==> src/rtl/iseq_pkg.sv <==
package iseq_pkg;
  typedef enum logic {TRK_GAP, TRK_MATCH} trk_mode_e;
  localparam int unsigned NUM_CNT  = 5;
  localparam int unsigned IDX_OVR  = 0;
  localparam int unsigned IDX_IMIS = 1;
  localparam int unsigned IDX_BAD  = 2;
  localparam int unsigned IDX_UND  = 3;
  localparam int unsigned IDX_OMIS = 4;
endpackage

==> src/rtl/iseq_tracker.sv <==
module iseq_tracker
  import iseq_pkg::*;
#(
  parameter int unsigned SEQ_W = 8,
  parameter trk_mode_e   MODE  = TRK_GAP
) (
  input  logic             clk_i,
  input  logic             rst_ni,
  input  logic             clr_i,
  input  logic             upd_i,
  input  logic [SEQ_W-1:0] seq_i,
  output logic [SEQ_W-1:0] inc_o
);
  logic             armed_q;
  logic [SEQ_W-1:0] exp_q;
  logic             live;

  assign live = upd_i & ~clr_i;

  always_ff @(posedge clk_i or negedge rst_ni) begin
    if (!rst_ni) begin
      armed_q <= 1'b0;
      exp_q   <= '0;
    end else if (clr_i) begin
      armed_q <= 1'b0;
    end else if (upd_i) begin
      armed_q <= 1'b1;
      exp_q   <= seq_i + SEQ_W'(1);
    end
  end

  generate
    if (MODE == TRK_GAP) begin : g_gap
      // modulo distance equals numbers skipped
      assign inc_o = (live && armed_q) ? (seq_i - exp_q) : '0;
    end else begin : g_match
      assign inc_o = (live && armed_q && (seq_i != exp_q)) ? SEQ_W'(1) : '0;
    end
  endgenerate

  // unarmed tracker never reports
  assert_first_quiet_R3: assert property (@(posedge clk_i) disable iff (!rst_ni)
    !armed_q |-> inc_o == '0);
  assert_arm_after_update_R3: assert property (@(posedge clk_i) disable iff (!rst_ni)
    (upd_i && !clr_i) |=> armed_q);
endmodule

==> src/rtl/iseq_episode.sv <==
module iseq_episode (
  input  logic clk_i,
  input  logic rst_ni,
  input  logic lvl_i,
  output logic start_o
);
  logic lvl_q;

  always_ff @(posedge clk_i or negedge rst_ni) begin
    if (!rst_ni) lvl_q <= 1'b0;
    else         lvl_q <= lvl_i;
  end

  assign start_o = lvl_i & ~lvl_q;

  assert_one_per_episode_R6: assert property (@(posedge clk_i) disable iff (!rst_ni)
    start_o |=> !start_o);
endmodule

==> src/rtl/iseq_sat_counter.sv <==
module iseq_sat_counter #(
  parameter int unsigned CNT_W = 16,
  parameter int unsigned INC_W = 8
) (
  input  logic             clk_i,
  input  logic             rst_ni,
  input  logic             clr_i,
  input  logic [INC_W-1:0] inc_i,
  output logic [CNT_W-1:0] cnt_o
);
  localparam logic [CNT_W-1:0] CNT_MAX = '1;

  logic [CNT_W-1:0] cnt_q;
  logic [CNT_W:0]   sum;

  assign sum = {1'b0, cnt_q} + (CNT_W+1)'(inc_i);

  always_ff @(posedge clk_i or negedge rst_ni) begin
    if (!rst_ni)      cnt_q <= '0;
    else if (clr_i)   cnt_q <= '0;
    else if (sum[CNT_W]) cnt_q <= CNT_MAX;
    else              cnt_q <= sum[CNT_W-1:0];
  end

  assign cnt_o = cnt_q;

  assert_no_decrease_R9: assert property (@(posedge clk_i) disable iff (!rst_ni)
    !$past(clr_i) |-> cnt_q >= $past(cnt_q));
  assert_step_bound_R10: assert property (@(posedge clk_i) disable iff (!rst_ni)
    !$past(clr_i) |-> ({1'b0, cnt_q} <= {1'b0, $past(cnt_q)} + (CNT_W+1)'($past(inc_i))));
  assert_clear_zero_R8: assert property (@(posedge clk_i) disable iff (!rst_ni)
    $past(clr_i) |-> cnt_q == '0);
endmodule

==> src/rtl/iseq_monitor.sv <==
module iseq_monitor
  import iseq_pkg::*;
#(
  parameter int unsigned SEQ_W = 8,
  parameter int unsigned CNT_W = 16
) (
  input  logic             clk_i,
  input  logic             rst_ni,
  input  logic             clr_i,
  input  logic             in_vld_i,
  input  logic [SEQ_W-1:0] in_seq_i,
  input  logic [SEQ_W-1:0] in_mirror_i,
  input  logic             in_bad_i,
  input  logic             ovr_i,
  input  logic             und_i,
  output logic [CNT_W-1:0] cnt_in_ovr_o,
  output logic [CNT_W-1:0] cnt_in_miss_o,
  output logic [CNT_W-1:0] cnt_in_bad_o,
  output logic [CNT_W-1:0] cnt_out_und_o,
  output logic [CNT_W-1:0] cnt_out_miss_o
);
  logic             good_pkt;
  logic             bad_pkt;
  logic             ovr_start, und_start;
  logic [SEQ_W-1:0] gap_inc, match_inc;
  logic [SEQ_W-1:0] inc   [NUM_CNT];
  logic [CNT_W-1:0] cnt   [NUM_CNT];

  assign good_pkt = in_vld_i & ~in_bad_i;
  assign bad_pkt  = in_vld_i &  in_bad_i;

  iseq_tracker #(.SEQ_W(SEQ_W), .MODE(TRK_GAP)) u_own_trk (
    .clk_i (clk_i), .rst_ni(rst_ni), .clr_i(clr_i),
    .upd_i (good_pkt), .seq_i(in_seq_i), .inc_o(gap_inc)
  );

  iseq_tracker #(.SEQ_W(SEQ_W), .MODE(TRK_MATCH)) u_mir_trk (
    .clk_i (clk_i), .rst_ni(rst_ni), .clr_i(clr_i),
    .upd_i (good_pkt), .seq_i(in_mirror_i), .inc_o(match_inc)
  );

  iseq_episode u_ovr_ep (.clk_i(clk_i), .rst_ni(rst_ni), .lvl_i(ovr_i), .start_o(ovr_start));
  iseq_episode u_und_ep (.clk_i(clk_i), .rst_ni(rst_ni), .lvl_i(und_i), .start_o(und_start));

  assign inc[IDX_OVR]  = SEQ_W'(ovr_start);
  assign inc[IDX_IMIS] = gap_inc;
  assign inc[IDX_BAD]  = SEQ_W'(bad_pkt);
  assign inc[IDX_UND]  = SEQ_W'(und_start);
  assign inc[IDX_OMIS] = match_inc;

  generate
    for (genvar g = 0; g < NUM_CNT; g++) begin : g_cnt
      iseq_sat_counter #(.CNT_W(CNT_W), .INC_W(SEQ_W)) u_cnt (
        .clk_i (clk_i), .rst_ni(rst_ni), .clr_i(clr_i),
        .inc_i (inc[g]), .cnt_o(cnt[g])
      );
    end
  endgenerate

  assign cnt_in_ovr_o   = cnt[IDX_OVR];
  assign cnt_in_miss_o  = cnt[IDX_IMIS];
  assign cnt_in_bad_o   = cnt[IDX_BAD];
  assign cnt_out_und_o  = cnt[IDX_UND];
  assign cnt_out_miss_o = cnt[IDX_OMIS];

  assert_bad_no_track_R5: assert property (@(posedge clk_i) disable iff (!rst_ni)
    bad_pkt |-> (gap_inc == '0 && match_inc == '0));
  assert_idle_no_miss_R2: assert property (@(posedge clk_i) disable iff (!rst_ni)
    (!in_vld_i && !clr_i) |=> (cnt_in_miss_o == $past(cnt_in_miss_o) &&
                               cnt_out_miss_o == $past(cnt_out_miss_o)));
  assert_mirror_step_R4: assert property (@(posedge clk_i) disable iff (!rst_ni)
    !clr_i |=> (cnt_out_miss_o - $past(cnt_out_miss_o)) <= CNT_W'(1));
  assert_level_hold_R7: assert property (@(posedge clk_i) disable iff (!rst_ni)
    (und_i && $past(und_i) && !clr_i) |=> $stable(cnt_out_und_o));
endmodule

==> config.mk <==
export PLATFORM = sky130hd
export DESIGN_NAME = iseq_monitor
export DESIGN_NICKNAME = d
export VERILOG_FILES = /design/src/rtl/iseq_pkg.sv /design/src/rtl/iseq_tracker.sv /design/src/rtl/iseq_episode.sv /design/src/rtl/iseq_sat_counter.sv /design/src/rtl/iseq_monitor.sv
export SDC_FILE = /design/constraint.sdc
export NUM_CORES = 1
export LEC_CHECK = 0
export ABC_AREA = 1
export CAP_MARGIN = 20
export CORE_UTILIZATION = 65
export DETAILED_ROUTE_END_ITERATION = 6
export DONT_BUFFER_PORTS = 1
export HOLD_SLACK_MARGIN = 0.12
export PLACE_DENSITY = 0.87
export SYNTH_ARGS = -nofsm -noshare
export SYNTH_HDL_FRONTEND = slang
export SYNTH_HIERARCHICAL = 1
export SYNTH_SLANG_ARGS = --single-unit
==> constraint.sdc <==
create_clock -name clk_i -period 2.7 [get_ports clk_i]
set_input_delay 0.54 -clock clk_i [delete_from_list [all_inputs] [get_ports clk_i]]
set_output_delay 0.54 -clock clk_i [all_outputs]
set_load 0.03 [all_outputs]
# After elaboration in Yosys (flattened, before gate mapping)
# Index checks and enable logic that the tools add are counted.
[op_classes] mul=0 addsub=8 mux=14 div_mod_pow=0 n_eq_ne=1 bitwise=9 shifts=0 n_reduce_logical=4 order_cmp=0
[op_table] cell="$mux W16" count=10
[op_table] cell="$add A16 B1 Y17" count=4
[op_table] cell="$add A16 B8 Y17" count=1
[op_table] cell="$add A8 B1 Y8 const B" count=2
[op_table] cell="$mux W8" count=1
[op_table] cell="$ne A8 B8 Y1" count=1
[op_table] cell="$sub A8 B8 Y8" count=1
[op_table] cell="$and A1 B1 Y1" count=5
[op_table] cell="$not A1 Y1" count=4
[op_table] cell="$mux W1" count=3
[op_table] cell="$logic_and A1 B1 Y1" count=2
[op_table] cell="$reduce_and A2 Y1" count=1
[op_table] cell="$reduce_bool A2 Y1" count=1
[totals] inputBits=23 latchBits=0 mem_bits_ro=0 reg_bits=99 ramBits=0 output_inout_bits=80 memories=0 wordCells=46

# Longest topological paths before layout
[depth] word_depth=9 mapped_depth=22 mapped_depth_nobuf=22

# Hierarchy
# The synthesis kept the hierarchy.
[modules_own_cells] module="iseq_sat_counter" seq_area_each_um2=400.4 area_each_um2=1315.0 cells_each=179 n_inst=5
[modules_own_cells] module="iseq_tracker at u_own_trk" seq_area_each_um2=225.2 area_each_um2=844.6 cells_each=122 n_inst=1
[modules_own_cells] module="iseq_tracker at u_mir_trk" seq_area_each_um2=225.2 area_each_um2=699.4 cells_each=108 n_inst=1
[modules_own_cells] module="iseq_episode" seq_area_each_um2=25.0 area_each_um2=35.0 cells_each=3 n_inst=2
[modules_own_cells] module="iseq_monitor" seq_area_each_um2=0.0 area_each_um2=21.3 cells_each=5 n_inst=1

# Least setup slack after synthesis
# OpenSTA, ideal clock, no wires.
[synth_timing] path_kind="input -> register" startpoint="input port in_seq_i[0]" endpoint="register g_cnt[1].u_cnt.cnt_q[11]" path_buffers=1 setup_time_ns=0.113 slack_ns=-0.004 t_arrival_ns=2.591 stages=19 required_time_ns=2.587 path_cell_list="inv_1 ha_1 inv_1 fa_1 nand2_1 nand2_1 nand2_1 xor2_1 nor2_1 ha_1 nand2_1 clkinv_1 nand4_4 nand2_4 nand3_4 buf_6 nand3_2 nand2_1 inv_1"
[synth_between] elab_chain_len=5
[synth_rtl] element="from (decl)" line="iseq_monitor.sv:11" text="input logic [SEQ_W-1:0] in_seq_i,"
[synth_rtl] element="$sub A8 B8 Y8" line="iseq_tracker.sv:35" text="assign inc_o = (live && armed_q) ? (seq_i - exp_q) : '0;"
[synth_rtl] element="$mux W8" line="iseq_tracker.sv:35"
[synth_rtl] element="named net gap_inc[4]" line="iseq_monitor.sv:25" text="logic [SEQ_W-1:0] gap_inc, match_inc;"
[synth_rtl] element="$add A16 B8 Y17" line="iseq_sat_counter.sv:16" text="assign sum = {1'b0, cnt_q} + (CNT_W+1)'(inc_i);"
[synth_rtl] element="$mux W16" line="iseq_sat_counter.sv:21" text="else if (sum[CNT_W]) cnt_q <= CNT_MAX;"
[synth_rtl] element="$mux W16" line="iseq_sat_counter.sv:20" text="else if (clr_i) cnt_q <= '0;"
[synth_rtl] element="to (signal assigned)" line="iseq_sat_counter.sv:22" text="else cnt_q <= sum[CNT_W-1:0];"
[synth_rtl] element="to (decl)" line="iseq_sat_counter.sv:13" text="logic [CNT_W-1:0] cnt_q;"
# The timed path passes the listed nets, and every way through them passes these cells.
# A chain may end at the register's enable or synchronous reset.

# Final worst setup path
[layout_timing] startpoint="register u_own_trk.exp_q[0]" endpoint="register g_cnt[1].u_cnt.cnt_q[15]"
[layout_between] elab_chain_len=5
[layout_rtl] element="from (decl)" line="iseq_tracker.sv:15" text="logic [SEQ_W-1:0] exp_q;"
[layout_rtl] element="from (signal assigned)" line="iseq_tracker.sv:28" text="exp_q <= seq_i + SEQ_W'(1);"
[layout_rtl] element="$sub A8 B8 Y8" line="iseq_tracker.sv:35"
[layout_rtl] element="$mux W8" line="iseq_tracker.sv:35"
[layout_rtl] element="named net gap_inc[6]" line="iseq_monitor.sv:25"
[layout_rtl] element="$add A16 B8 Y17" line="iseq_sat_counter.sv:16"
[layout_rtl] element="$mux W16" line="iseq_sat_counter.sv:21"
[layout_rtl] element="$mux W16" line="iseq_sat_counter.sv:20"
# The timed path passes the listed nets, and every way through them passes these cells.

==> impl_metrics.tcl <==
set metrics [dict create \
    status "finished, violations left" \
    violations "negative hold slack" \
    core-area_um2 12200 \
    post_drt_wl_per_cell_um 12.4 \
    r2r_setup_slack_ns 0.14 \
    path_cells "ha_1, inv_1, fa_2, nand2_1, nand2_1, nand3b_1, nand2_1, nor2_1, nor2_1, ha_1, nand2_2, nor2_2, nor2_4, nand2_4, nand3_4, nand2_1, nor2_1, nor2_1" \
    vias 6901 \
    rows 40 \
    grt_pass1_wl_um 28300 \
    final_common_cell "nand2_1" \
    nFillCells 970 \
    crit_path_end_kind "flop" \
    die_w_um 114 \
    antenna_found_initial 0 \
    ir_drop_v 0.000501 \
    crit_family "simple AND/OR/NAND/NOR gates" \
    cts_buffers 9 \
    multi_input_area_um2 4950 \
    stdcell_count 1347 \
    finalClockSkew_ns 0.00534 \
    clock_latency_ns 0.34 \
    diodes 0 \
    grt_max_degree 101 \
    hold_viol_final 100 \
    crit_buf_inv 1 \
    final_cell_mix "320 x nand2_1, 191 x inv_1, 100 x dfrtp_1" \
    worstPathMaxFanout 8 \
    finalCritPeriodShare_pct 94.8 \
    grt_usage_pct 26.8 \
    synth-seq-cells 100 \
    maxCapViolations 0 \
    p_per_area_nw_per_um2 641 \
    antenna_left 0 \
    ys_seq_area_share_pct 30.5 \
    die_y_um 114 \
    avgSynthCellArea_um2 7.23 \
    period_needed_ns 2.56 \
    dp_slack_ns -0.158 \
    vias_per_cell 5.12 \
    final_util_pct 72.8 \
    synth_cells 1136 \
    yosysWarnings 6 \
    netlist_area_um2 8210 \
    worstPathArrival_ns 2.83 \
    grt_pass1_vias 6646 \
    r2r-start "u_own_trk/exp_q[0]$_DFFE_PN0P_" \
    finalMaxSlewViolations 0 \
    critPathKind "reg2reg" \
    gp_congestion 0.869 \
    start_util_pct 67.5 \
    placed_area_um2 8490 \
    fin_hold_ws_ns -0.108 \
    critPathLaunchType "flop" \
    wl_um 16700 \
    clock-sinks 100 \
    rsz0062_at_grt "true" \
    setup_viol 0 \
    layout-drive-gt1-share_pct 14.8 \
    dieArea_um2 13100 \
    max_freq_mhz 391 \
    required_ns 2.97 \
    overflow 0 \
    dp_hpwl_um 12500 \
    ys_types 38 \
    dp.cells 1328 \
    boundaryPins 103 \
    cts_tree "done" \
    drc 0 \
    reg2regPathDepth 18 \
    clock-root-buffer "clkbuf_16" \
    r2r_end "g_cnt[1].u_cnt/cnt_o[15]$_DFF_PN0_" \
    dr.pass1.iters 5 \
    fin_ws_ns 0.141 \
    cts_max_path_buffers 2 \
    total_leakage_power_uw 0.00476 \
    async_reset_ff_share_pct 100 \
    crit_slowest_cell "dfrtp_1" \
    ff_latch_area_um2 2500 \
    htree_num_levels 3 \
    synth_flop_cell "dfrtp_1" \
    drt_iter0_markers 358 \
    cpPeakStageDelay_ns 0.37 \
    synthToLayoutAreaGrowth_pct 7.91 \
    hp-class "in2async" \
    portBuffers 0 \
    fin_area_um2 8860 \
    nets 1253 \
    clkTransAtPathRegs_ns 0.07 \
    synth_enable_flop_cells 0 \
]
[area by class of cell]
type / count / share of cell area, %
clock buffers: 16 / 3.40
multi-input cells: 841 / 55.9
flip-flops and latches: 100 / 28.2
well taps: 168 / 2.37
inverters: 207 / 8.84
repair buffers: 15 / 1.27
[cells in the mapped netlist, drive strengths merged, types with 2 or more instances]
| cell type | count | area, µm² |
|---|---|---|
| ha | 50 | 626 |
| o21ai | 30 | 161 |
| buf | 13 | 116 |
| dfrtp | 100 | 2500 |
| a31oi | 5 | 62.6 |
| a21oi | 80 | 573 |
| xor2 | 12 | 105 |
| and2 | 5 | 31.3 |
| nor3 | 10 | 106 |
| fa | 6 | 120 |
| clkbuf | 5 | 18.8 |
| nand4 | 16 | 175 |
| clkinv | 10 | 43.8 |
| or2 | 6 | 37.5 |
| inv | 197 | 739 |
| nand3 | 114 | 698 |
| nand3b | 6 | 45.0 |
| nor2 | 105 | 488 |
| conb | 2 | 7.51 |
| nand2 | 341 | 1350 |
| xnor2 | 22 | 193 |
[worst reg2reg max path, cell delays in order (launching register included)]
cell and delay, ns:
dfrtp_1 0.37, ha_1 0.15, inv_1 0.05, fa_2 0.33, nand2_1 0.06, nand2_1 0.07
nand3b_1 0.09, nand2_1 0.07, nor2_1 0.09, nor2_1 0.06, ha_1 0.35, nand2_2 0.09
nor2_2 0.16, nor2_4 0.06, nand2_4 0.09, nand3_4 0.15, nand2_1 0.12, nor2_1 0.05
nor2_1 0.09
[state kept, by name, summed over array words and instances (netlist names)]
signal             cells
g_cnt.u_cnt/cnt_o     80
u_mir_trk/armed_q      1
u_mir_trk/exp_q        8
u_ovr_ep/lvl_q         1
u_own_trk/armed_q      1
u_own_trk/exp_q        8
u_und_ep/lvl_q         1
[how the worst max path moves through the flow]
stage                     depth (start not counted)                           start                                  to  slack (ns)
after global placement                           19                     in_seq_i[0]  g_cnt[1].u_cnt/cnt_o[13]$_DFF_PN0_       -0.10
final                                            18  u_own_trk/exp_q[0]$_DFFE_PN0P_  g_cnt[1].u_cnt/cnt_o[15]$_DFF_PN0_        0.14
after detailed placement                         19                     in_seq_i[0]  g_cnt[1].u_cnt/cnt_o[14]$_DFF_PN0_       -0.16
after CTS                                        18  u_own_trk/exp_q[0]$_DFFE_PN0P_  g_cnt[1].u_cnt/cnt_o[15]$_DFF_PN0_        0.04
after global routing                             18  u_own_trk/exp_q[0]$_DFFE_PN0P_  g_cnt[1].u_cnt/cnt_o[12]$_DFF_PN0_       -0.04
after floorplan                                  19                     in_seq_i[0]  g_cnt[1].u_cnt/cnt_o[11]$_DFF_PN0_       0.007
[routing by layer]
metal	track usage [%]	wire length, µm	vias to the layer above
met3	5.45	776	30
met1	31.7	7370	3131
met4	11.1	374	0
li1	-	-	3614
met2	47.5	8160	126
met5	0	0	-
[power breakdown]
part           leakage (µW)  internal (µW)  switching, µW
clock              0.000149            753            541
combinational       0.00328            820           1270
sequential          0.00133           1720            578
total               0.00476           3290           2390
[cell families after synthesis]
logic type / count (synthesis) / synth area share (%)
XOR/XNOR: 34 / 3.63
AO/OA/AOI/OAI: 116 / 9.80
flip-flops: 100 / 30.5
other: 2 / 0.0915
adder cells (fa/ha/maj): 56 / 9.08
AND/OR/NAND/NOR: 603 / 35.7
buffers and inverters: 225 / 11.2
[per-stage QoR]
step | TNS [ns] | power, µW | hold slack, ns
after floorplan | 0 | 4030 | 0.244
after global placement | -0.896 | 4280 | 0.247
after detailed placement | -1.84 | 4340 | 0.247
after CTS | 0 | 5660 | -0.126
after global routing | -0.142 | 6080 | -0.130
final | 0 | 5680 | -0.108
[what timing repair did]
action	in CTS	in global routing
setup endpoints to repair	0	16
resized for setup	0	14
buffers inserted	0	2
endpoints found under the hold margin	100	100
No activity file was read; power rests on OpenSTA's default activity.
